[src/rtl/wkup_pkg.sv]
package wkup_pkg;

  localparam int MODE_W = 3;

  typedef enum logic [MODE_W-1:0] {
    MODE_NORMAL  = 3'd0,
    MODE_LISTEN  = 3'd1,
    MODE_STANDBY = 3'd2,
    MODE_GOSLEEP = 3'd3,
    MODE_SLEEP   = 3'd4
  } tcv_mode_e;

  // Wake requests are honoured only in the three power-saving modes.
  function automatic logic is_low_power(input logic [MODE_W-1:0] m);
    return (m == MODE_STANDBY) || (m == MODE_GOSLEEP) || (m == MODE_SLEEP);
  endfunction

endpackage

[src/rtl/wkup_level_filter.sv]
// Reports a level change on a pin once it has held for T_STABLE samples.
module wkup_level_filter #(
  parameter int T_STABLE = 16
) (
  input  logic clk,
  input  logic rst_n,
  input  logic pin_i,
  output logic hit_o
);
  localparam int CW = $clog2(T_STABLE + 1);
  localparam logic [CW-1:0] LAST = CW'(T_STABLE - 1);

  logic          primed_q, primed_d;
  logic          ref_q, ref_d;
  logic [CW-1:0] cnt_q, cnt_d;
  logic          differ;

  assign differ = primed_q && (pin_i != ref_q);
  assign hit_o  = differ && (cnt_q == LAST);

  always_comb begin
    primed_d = primed_q;
    ref_d    = ref_q;
    cnt_d    = cnt_q;
    if (!primed_q) begin
      primed_d = 1'b1;
      ref_d    = pin_i;
      cnt_d    = '0;
    end else if (hit_o) begin
      ref_d = pin_i;
      cnt_d = '0;
    end else if (differ) begin
      cnt_d = cnt_q + CW'(1);
    end else begin
      cnt_d = '0;
    end
  end

  always_ff @(posedge clk or negedge rst_n) begin
    if (!rst_n) begin
      primed_q <= 1'b0;
      ref_q    <= 1'b0;
      cnt_q    <= '0;
    end else begin
      primed_q <= primed_d;
      ref_q    <= ref_d;
      cnt_q    <= cnt_d;
    end
  end

  generate
    if (T_STABLE >= 2) begin : g_chk
      // a request needs the pin unchanged across the last sample.
      p_stable_hit_r3: assert property (@(posedge clk) disable iff (!rst_n)
        hit_o |-> $stable(pin_i));
    end
  endgenerate

endmodule

[src/rtl/wkup_dom_filter.sv]
// Reports one request per dominant run lasting T_DOM samples.
module wkup_dom_filter #(
  parameter int T_DOM = 32
) (
  input  logic clk,
  input  logic rst_n,
  input  logic dom_i,
  output logic hit_o
);
  localparam int CW = $clog2(T_DOM + 1);
  localparam logic [CW-1:0] LAST = CW'(T_DOM - 1);
  localparam logic [CW-1:0] SAT  = CW'(T_DOM);

  logic [CW-1:0] cnt_q, cnt_d;

  assign hit_o = dom_i && (cnt_q == LAST);

  always_comb begin
    cnt_d = cnt_q;
    if (!dom_i) begin
      cnt_d = '0;
    end else if (cnt_q != SAT) begin
      cnt_d = cnt_q + CW'(1);
    end
  end

  always_ff @(posedge clk or negedge rst_n) begin
    if (!rst_n) begin
      cnt_q <= '0;
    end else begin
      cnt_q <= cnt_d;
    end
  end

  // never two requests on consecutive edges.
  p_single_hit_r4: assert property (@(posedge clk) disable iff (!rst_n)
    hit_o |=> !hit_o);

endmodule

[src/rtl/wkup_flag_ctl.sv]
// Gates requests by mode and waiting period, keeps the wake and source flags.
module wkup_flag_ctl
  import wkup_pkg::*;
(
  input  logic              clk,
  input  logic              rst_n,
  input  logic              local_hit_i,
  input  logic              bus_hit_i,
  input  logic [MODE_W-1:0] mode_i,
  input  logic              pwon_i,
  input  logic              uvnom_i,
  input  logic              uvnom_wait_i,
  output logic              wake_flag_o,
  output logic              wake_src_o,
  output logic              wake_evt_o
);
  logic              flag_q, flag_d;
  logic              src_q, src_d;
  logic              evt_q, evt_d;
  logic              uv_q;
  logic [MODE_W-1:0] mode_q;

  logic accept, uv_rise, flag_clr, src_set, left_normal;

  always_comb begin
    accept      = is_low_power(mode_i) && !uvnom_wait_i && (local_hit_i || bus_hit_i);
    uv_rise     = uvnom_i && !uv_q;
    flag_clr    = (mode_i == MODE_NORMAL) || uv_rise;
    src_set     = accept && !flag_clr && local_hit_i && !pwon_i;
    left_normal = (mode_q == MODE_NORMAL) && (mode_i != MODE_NORMAL);

    flag_d = flag_q;
    if (flag_clr)    flag_d = 1'b0;
    else if (accept) flag_d = 1'b1;

    evt_d = !flag_clr && accept && !flag_q;

    src_d = src_q;
    if (src_set)          src_d = 1'b1;
    else if (left_normal) src_d = 1'b0;
  end

  always_ff @(posedge clk or negedge rst_n) begin
    if (!rst_n) begin
      flag_q <= 1'b0;
      src_q  <= 1'b0;
      evt_q  <= 1'b0;
      uv_q   <= 1'b0;
      mode_q <= MODE_NORMAL;
    end else begin
      flag_q <= flag_d;
      src_q  <= src_d;
      evt_q  <= evt_d;
      uv_q   <= uvnom_i;
      mode_q <= mode_i;
    end
  end

  assign wake_flag_o = flag_q;
  assign wake_src_o  = src_q;
  assign wake_evt_o  = evt_q;

  // the flag only rises after an edge sampled in a low-power mode.
  p_rise_in_lp_r5: assert property (@(posedge clk) disable iff (!rst_n)
    $rose(wake_flag_o) |-> is_low_power($past(mode_i)));

  // the flag never rises from an edge inside the waiting period.
  p_wait_blocks_r6: assert property (@(posedge clk) disable iff (!rst_n)
    $rose(wake_flag_o) |-> !$past(uvnom_wait_i));

  // normal mode empties the flag on the next edge.
  p_normal_clears_r7: assert property (@(posedge clk) disable iff (!rst_n)
    (mode_i == MODE_NORMAL) |=> !wake_flag_o);

  // the source flag never rises from an edge with power-on set.
  p_src_pwon_r8: assert property (@(posedge clk) disable iff (!rst_n)
    $rose(wake_src_o) |-> !$past(pwon_i));

  // staying in normal mode keeps the source flag.
  p_src_hold_r9: assert property (@(posedge clk) disable iff (!rst_n)
    ((mode_i == MODE_NORMAL) && ($past(mode_i) == MODE_NORMAL)) |=> $stable(wake_src_o));

  // the event accompanies the first cycle of a set flag.
  p_evt_first_r10: assert property (@(posedge clk) disable iff (!rst_n)
    wake_evt_o |-> (wake_flag_o && !$past(wake_flag_o)));

endmodule

[src/rtl/wkup_detect.sv]
module wkup_detect
  import wkup_pkg::*;
#(
  parameter int T_WAKE = 16,
  parameter int T_BUS  = 32
) (
  input  logic       clk,
  input  logic       rst_n,
  input  logic       wake_pin_i,
  input  logic       bus_dom_i,
  input  logic [2:0] mode_i,
  input  logic       pwon_i,
  input  logic       uvnom_i,
  input  logic       uvnom_wait_i,
  output logic       wake_flag_o,
  output logic       wake_src_o,
  output logic       wake_evt_o
);
  logic rst_meta_q, rst_sync_q;
  logic local_hit, bus_hit;

  always_ff @(posedge clk or negedge rst_n) begin
    if (!rst_n) begin
      rst_meta_q <= 1'b0;
      rst_sync_q <= 1'b0;
    end else begin
      rst_meta_q <= 1'b1;
      rst_sync_q <= rst_meta_q;
    end
  end

  wkup_level_filter #(.T_STABLE(T_WAKE)) u_local (
    .clk   (clk),
    .rst_n (rst_sync_q),
    .pin_i (wake_pin_i),
    .hit_o (local_hit)
  );

  wkup_dom_filter #(.T_DOM(T_BUS)) u_bus (
    .clk   (clk),
    .rst_n (rst_sync_q),
    .dom_i (bus_dom_i),
    .hit_o (bus_hit)
  );

  wkup_flag_ctl u_ctl (
    .clk          (clk),
    .rst_n        (rst_sync_q),
    .local_hit_i  (local_hit),
    .bus_hit_i    (bus_hit),
    .mode_i       (mode_i),
    .pwon_i       (pwon_i),
    .uvnom_i      (uvnom_i),
    .uvnom_wait_i (uvnom_wait_i),
    .wake_flag_o  (wake_flag_o),
    .wake_src_o   (wake_src_o),
    .wake_evt_o   (wake_evt_o)
  );

  // outputs are quiet while reset is held.
  p_reset_quiet_r1: assert property (@(posedge clk)
    !rst_sync_q |=> (!wake_flag_o && !wake_src_o && !wake_evt_o));

endmodule

[config.mk]
export PLATFORM = sky130hd
export DESIGN_NAME = wkup_detect
export DESIGN_NICKNAME = d
export VERILOG_FILES = /design/src/rtl/wkup_pkg.sv /design/src/rtl/wkup_level_filter.sv /design/src/rtl/wkup_dom_filter.sv /design/src/rtl/wkup_flag_ctl.sv /design/src/rtl/wkup_detect.sv
export SDC_FILE = /design/constraint.sdc
export NUM_CORES = 1
export LEC_CHECK = 0
export BUFFER_PORTS_ARGS = -buffer_cell sky130_fd_sc_hd__buf_2
export CORE_ASPECT_RATIO = 0.7
export CORE_MARGIN = 2
export CORE_UTILIZATION = 49
export CTS_CLUSTER_SIZE = 14
export DETAILED_ROUTE_END_ITERATION = 12
export PLACE_DENSITY = 0.81
export SLEW_MARGIN = 25
export SYNTH_ARGS = -nofsm -noshare
export SYNTH_HDL_FRONTEND = slang
export SYNTH_HIERARCHICAL = 1
export SYNTH_SLANG_ARGS = --single-unit
[constraint.sdc]
create_clock -name clk -period 0.8 [get_ports clk]
set_clock_uncertainty 0.1 [all_clocks]
set_input_delay 0.08 -clock clk [delete_from_list [all_inputs] [get_ports clk]]
set_output_delay 0.08 -clock clk [all_outputs]
set_load 0.1 [all_outputs]
; ---- After elaboration in Yosys (flattened, before gate mapping)
; Cells that the tools add are included.
; Widths: inputs -> output; s select.
[word_totals]
mem_bits_ro = 0
input_bits = 10
mem_count = 0
mem_bits_rw = 0
latch_bits = 0
elab_cells = 58
register_bits = 22
[op_classes]
mul = 0
muxes = 11
n_eq_ne = 9
shift = 0
reduce_logical = 25
bitwise = 0
div = 0
addsub = 2
magnitude_cmp = 0
[ops]
columns = op, count
row1 = $mux 5, 3
row2 = $mux 6, 2
row3 = $logic_and 1x1->1, 11
row4 = $add 6x1->6 const B, 1
row5 = $eq 3x2->1 const B, 2
row6 = $eq 6x5->1 const B, 1
row7 = $logic_not 3->1, 2
row8 = $mux 1, 6
row9 = $ne 6x6->1 const B, 1
row10 = $add 5x1->5 const B, 1
row11 = $eq 5x4->1 const B, 1
row12 = $logic_not 1->1, 5
row13 = $logic_or 1x1->1, 4
row14 = $reduce_bool 2->1, 2
row15 = $eq 3x3->1 const B, 1
row16 = $reduce_bool 3->1, 1
row17 = $ne 2x1->1 const B, 1
row18 = $ne 2x2->1 const B, 1
row19 = $ne 1x1->1, 1

; ---- Longest topological paths before layout
[depth]
ltp_word = 9
mapped_depth = 7
ltp_nobuf = 7

; ---- Cells and area by module
; Netlist, hierarchy kept.
[modules_own_cells]
columns = mod, area_each_um2, cells_each, seq_area_each_um2, n_inst
row1 = wkup_dom_filter, 329.1, 33, 150.1, 1
row2 = wkup_level_filter, 301.5, 27, 175.2, 1
row3 = wkup_flag_ctl, 275.3, 21, 175.2, 1
row4 = wkup_detect, 53.8, 3, 50.0, 1

; ---- Least setup slack after synthesis
; OpenSTA, ideal clock, no wires.
[synth_timing]
path_type = reg2reg
startpoint = register u_local.cnt_q[0]
endpoint = register u_ctl.src_q, in the netlist u_ctl/wake_src_o
slack_ps = -867
t_required_ps = 624
stages_incl_launch_ff = 8
period_less_slack_ps = 1667
setup_time_ps = 76
arrival_time_ps = 1491
path_cell_list = dfrtp_1 > ha_1 > and3_1 > ha_1 > and3_1 > o21bai_1 > a2111o_1 > o21ai_1
[synth_between]
elab_chain_cells = 8
elab_cells_between_ends = 9
[synth_lines]
columns = item, line_no
row1 = start: declaration, wkup_level_filter.sv:15  ; logic [CW-1:0] cnt_q, cnt_d;
row2 = start signal: assignment, wkup_level_filter.sv:47  ; cnt_q <= cnt_d;
row3 = $eq 5x4->1 *, wkup_level_filter.sv:19  ; assign hit_o = differ && (cnt_q == LAST);
row4 = $logic_and 1x1->1 *, wkup_level_filter.sv:19
row5 = named net local_hit, wkup_detect.sv:20  ; logic local_hit, bus_hit;
row6 = $logic_or 1x1->1, wkup_flag_ctl.sv:26  ; accept = is_low_power(mode_i) && !uvnom_wait_i && (local_hit_i || bus_hit_i);
row7 = $logic_and 1x1->1, wkup_flag_ctl.sv:26
row8 = $logic_and 1x1->1, wkup_flag_ctl.sv:29  ; src_set = accept && !flag_clr && local_hit_i && !pwon_i;
row9 = $logic_and 1x1->1 * (2 in series), wkup_flag_ctl.sv:29
row10 = $mux 1 or $reduce_bool 2->1 (tied branches), n/a
row11 = end signal: assignment, wkup_flag_ctl.sv:52  ; src_q <= src_d;
row12 = end: declaration, wkup_flag_ctl.sv:18  ; logic src_q, src_d;
; The timed path passes the listed nets; every way through them passes the cells marked *.
; A chain may end at the register's enable or synchronous reset.

; ---- Final worst setup path
[layout_timing]
startpoint = register u_local.cnt_q[1]
endpoint = register u_ctl.evt_q, in the netlist u_ctl/wake_evt_o
[layout_between]
elab_chain_cells = 6
[layout_lines]
columns = item, line_no
row1 = $eq 5x4->1, wkup_level_filter.sv:19
row2 = $logic_and 1x1->1, wkup_level_filter.sv:19
row3 = named net local_hit, wkup_detect.sv:20
row4 = $logic_or 1x1->1, wkup_flag_ctl.sv:26
row5 = $logic_and 1x1->1, wkup_flag_ctl.sv:26
row6 = $logic_and 1x1->1 (2 in series), wkup_flag_ctl.sv:36  ; evt_d = !flag_clr && accept && !flag_q;
row7 = named net u_ctl.evt_d, wkup_flag_ctl.sv:19  ; logic evt_q, evt_d;
row8 = end signal: assignment, wkup_flag_ctl.sv:53  ; evt_q <= evt_d;
row9 = end: declaration, wkup_flag_ctl.sv:19
; The timed path passes the listed nets, and every way through them passes these cells.

==> out/metrics.yaml <==
global_routing:
  grt-ovfl-total: 0
  grt_max_degree: 19
  track_usage_pct: 21.1
  grt_pass1_wl_mm: 3.38
  antenna_found_initial: 0
  first_global_vias: 778
sta:
  rsz0062_at_grt: "true"
  max_freq_ghz: 0.574
  layout_min_cycle_time_ns: 1.74
  post-route-period-util_pct: 218
  setup_viol: 18
  fin_ws_ns: -0.943
  finalSetupTns_ns: -10.79
  holdWs_ns: -0.0903
  finalHoldViolations: 6
  slew_viol_final: 0
synthesis:
  synthAdderAreaFrac_pct: 5.22
  synth_top_family_by_area: "simple AND/OR/NAND/NOR gates"
  syn_nets: 98
  ys_seq_elements: 22
  synthMuxAreaShare_pct: 5.87
  synth_compound_area_share_pct: 5.22
  synth_area_leaders: "dfrtp_1, ha_1, xor2_1, and3_1, mux2i_1"
  synthCells: 84
  yosysTopAreaCell: "dfrtp_1"
  synth_warnings: 6
  avgSynthCellArea_um2: 11.4
  synthesis.area_um2: 960
  synth-simple-area-share_pct: 17.7
  seq_area_frac_synth_pct: 57.4
  synthXorXnorAreaFrac_pct: 5.48
  synth_cell_types: 25
  yosys.area.top_type_share_pct: 57.4
placed_design:
  port_buffers: 12
  gp_congestion: 0.777
  place_area_um2: 1290
  hpwl_mm: 1.46
  place_inst: 139
clock_tree:
  numCtsBuffers: 3
  clock_latency_ns: 0.32
  cts-hold-fix-buffers: 4
  cts_sinks: 22
  cts_root_buffer: "clkbuf_4"
  clock_path_buffers: 2
  htreeDepth: 1
  cts_tree: "done"
  path_clk_slew_ns: 0.14
critical_path:
  cp_common_cell: "and3_4"
  crit_path_max_incr_delay_ns: 0.37
  critPathBufInv: 0
  end_kind: "register"
  worst-setup-path-type: "reg -> reg"
  required_ns: 0.95
  crit_chain: "ha_2, and3_4, ha_4, and3_4, o21bai_4, a2111o_1, nor2_1"
  slowest_stage: "dfrtp_1"
  startpoint_type: "register"
  crit_family: "simple AND/OR/NAND/NOR gates"
  arrival_ns: 1.89
  r2r_slack_ns: -0.94
  crit_fanout: 2
finish:
  instances_no_fill: 156
  finish.utilization_pct: 83.5
  drive_above_1_share_pct: 54.5
  fillCellCount: 89
  design_area_um2: 1550
  antenna_cells: 0
  syn2layout_area_growth_pct: 61.3
  fin_nets: 149
pwr:
  p_sw_share_pct: 25.2
  combPwrFrac_pct: 17.3
  internal-power_mw: 1.54
  switching_power_mw: 0.521
  power_density_nw_per_um2: 1330
  irDropWorstVdd_uv: 1140
  leakage_nw: 0.740
  p_clk_share_pct: 25.3
  pwr-share-seq_pct: 57.5
die:
  die-area_um2: 2330
  coreArea_um2: 1850
  fp-row-count: 13
  start_util_pct: 51.8
  ioPinCount: 13
  die_height_um: 41.0
  die-width_um: 56.9
drt:
  drtAntennaViolNets: 0
  avgRoutedWirePerCell_um: 15.9
  drt_iter0_drc: 19
  route.detailed.drc: 0
  via_per_inst: 5.24
  wirelength_mm: 2.49
  dr.pass1.iters: 4
  vias: 818
outcome:
  violations: "hold timing, setup timing"
  status: "complete, but fails checks"
run:
  drv_cap: 0
hold_path:
  hp-class: "in -> reg"
[per-stage QoR]
step	setup slack, ns	power, mW
global route	-1.02	2.16
floorplan	-0.807	1.31
CTS	-0.897	2.05
detailed placement	-0.927	1.46
global placement	-0.839	1.45
finish	-0.943	2.06
[power by group through the flow]
| stage | Combinational [mW] | Sequential [mW] | Clock, mW |
|---|---|---|---|
| 2_1_floorplan | 0.0930 | 1.22 | 0 |
| 3_3_place_gp | 0.246 | 1.20 | 0 |
| 3_5_place_dp | 0.257 | 1.21 | 0 |
| 4_1_cts | 0.329 | 1.19 | 0.541 |
| 6_report | 0.356 | 1.19 | 0.522 |
| 5_1_grt | 0.386 | 1.19 | 0.586 |
[cell usage in the layout, fill, tap and decap left out, types with 3 or more instances in the layout]
master,count
buf_4,25
dfrtp_1,19
buf_2,9
nand2_1,6
dlygate4sd3_1,4
buf_12,4
inv_1,4
and3_4,4
xor2_1,4
buf_6,4
clkbuf_4,3
nand3_2,3
nand2b_1,3
mux2i_1,3
nor2_1,3
dfrtp_4,3
nor2_2,3
[layer usage]
layer	up-vias	track usage, %	wire length (um)
li1	378	-	-
met1	404	22.3	1030
met2	26	40.8	1300
met3	10	6.94	90
met4	0	8.72	66
met5	-	0	0
[logic make-up after synthesis]
family          Yosys count
other cells               2
compound gates            7
buf+inv                   6
mux                       5
fa+ha+maj                 4
flops                    22
xor+xnor                  6
simple gates             32
[area by class of cell]
class / count / area (um^2) / share of cell area, %
clock buffer: 4 / 26.3 / 1.70
timing repair buffer: 46 / 398 / 25.7
multi-input combinational: 56 / 507 / 32.7
tap: 22 / 27.5 / 1.78
inverter: 6 / 27.5 / 1.78
sequential: 22 / 562 / 36.3
[worst reg2reg max path: stages (launching register included)]
cell	delay (ns)
dfrtp_1	0.37
ha_2	0.19
and3_4	0.19
ha_4	0.12
and3_4	0.19
o21bai_4	0.07
a2111o_1	0.32
nor2_1	0.14
[synthesized netlist by cell type]
library cell and number:
mux2_4 1, or2b_1 1, xor2_1 4, conb_1 2
xnor2_1 2, mux2i_1 3, or3b_2 1, nor3_1 2
and3_1 5, nor2_1 7, mux2_1 1, a2111o_1 1
ha_1 4, a21oi_1 2, nand4_2 1, o41ai_1 1
and2_1 1, o21ai_1 1, nand2_1 6, dfrtp_1 22
o21bai_1 1, inv_1 6, nand3_1 4, o21a_1 1
nand2b_1 4
[sequential cells by signal (all words and copies together) (netlist names)]
name	count
u_bus/cnt_q	6
u_local/cnt_q	5
u_ctl/mode_q	3
rst_meta_q	1
rst_sync_q	1
u_ctl/uv_q	1
u_ctl/wake_evt_o	1
u_ctl/wake_flag_o	1
u_ctl/wake_src_o	1
u_local/primed_q	1
u_local/ref_q	1
[final timing paths]
check | startpoint | end | cells after the start
max in group asynchronous | rst_sync_q | u_local/primed_q | 1
min | pwon_i | u_ctl/wake_src_o | 3
max | u_local/cnt_q[1] | u_ctl/wake_evt_o | 7
max reg2reg | u_local/cnt_q[1] | u_ctl/wake_evt_o | 7
min in group asynchronous | rst_sync_q | u_bus/cnt_q[0] | 0
min reg2reg | rst_sync_q | u_bus/cnt_q[0] | 0
[timing repair]
item	CTS	global route
hold endpoints to repair	12	6
gates resized for setup	22	6
buffers inserted	4	5
setup endpoints to repair	18	18
pin swaps	4	1
(Power assumes the default switching activity.)
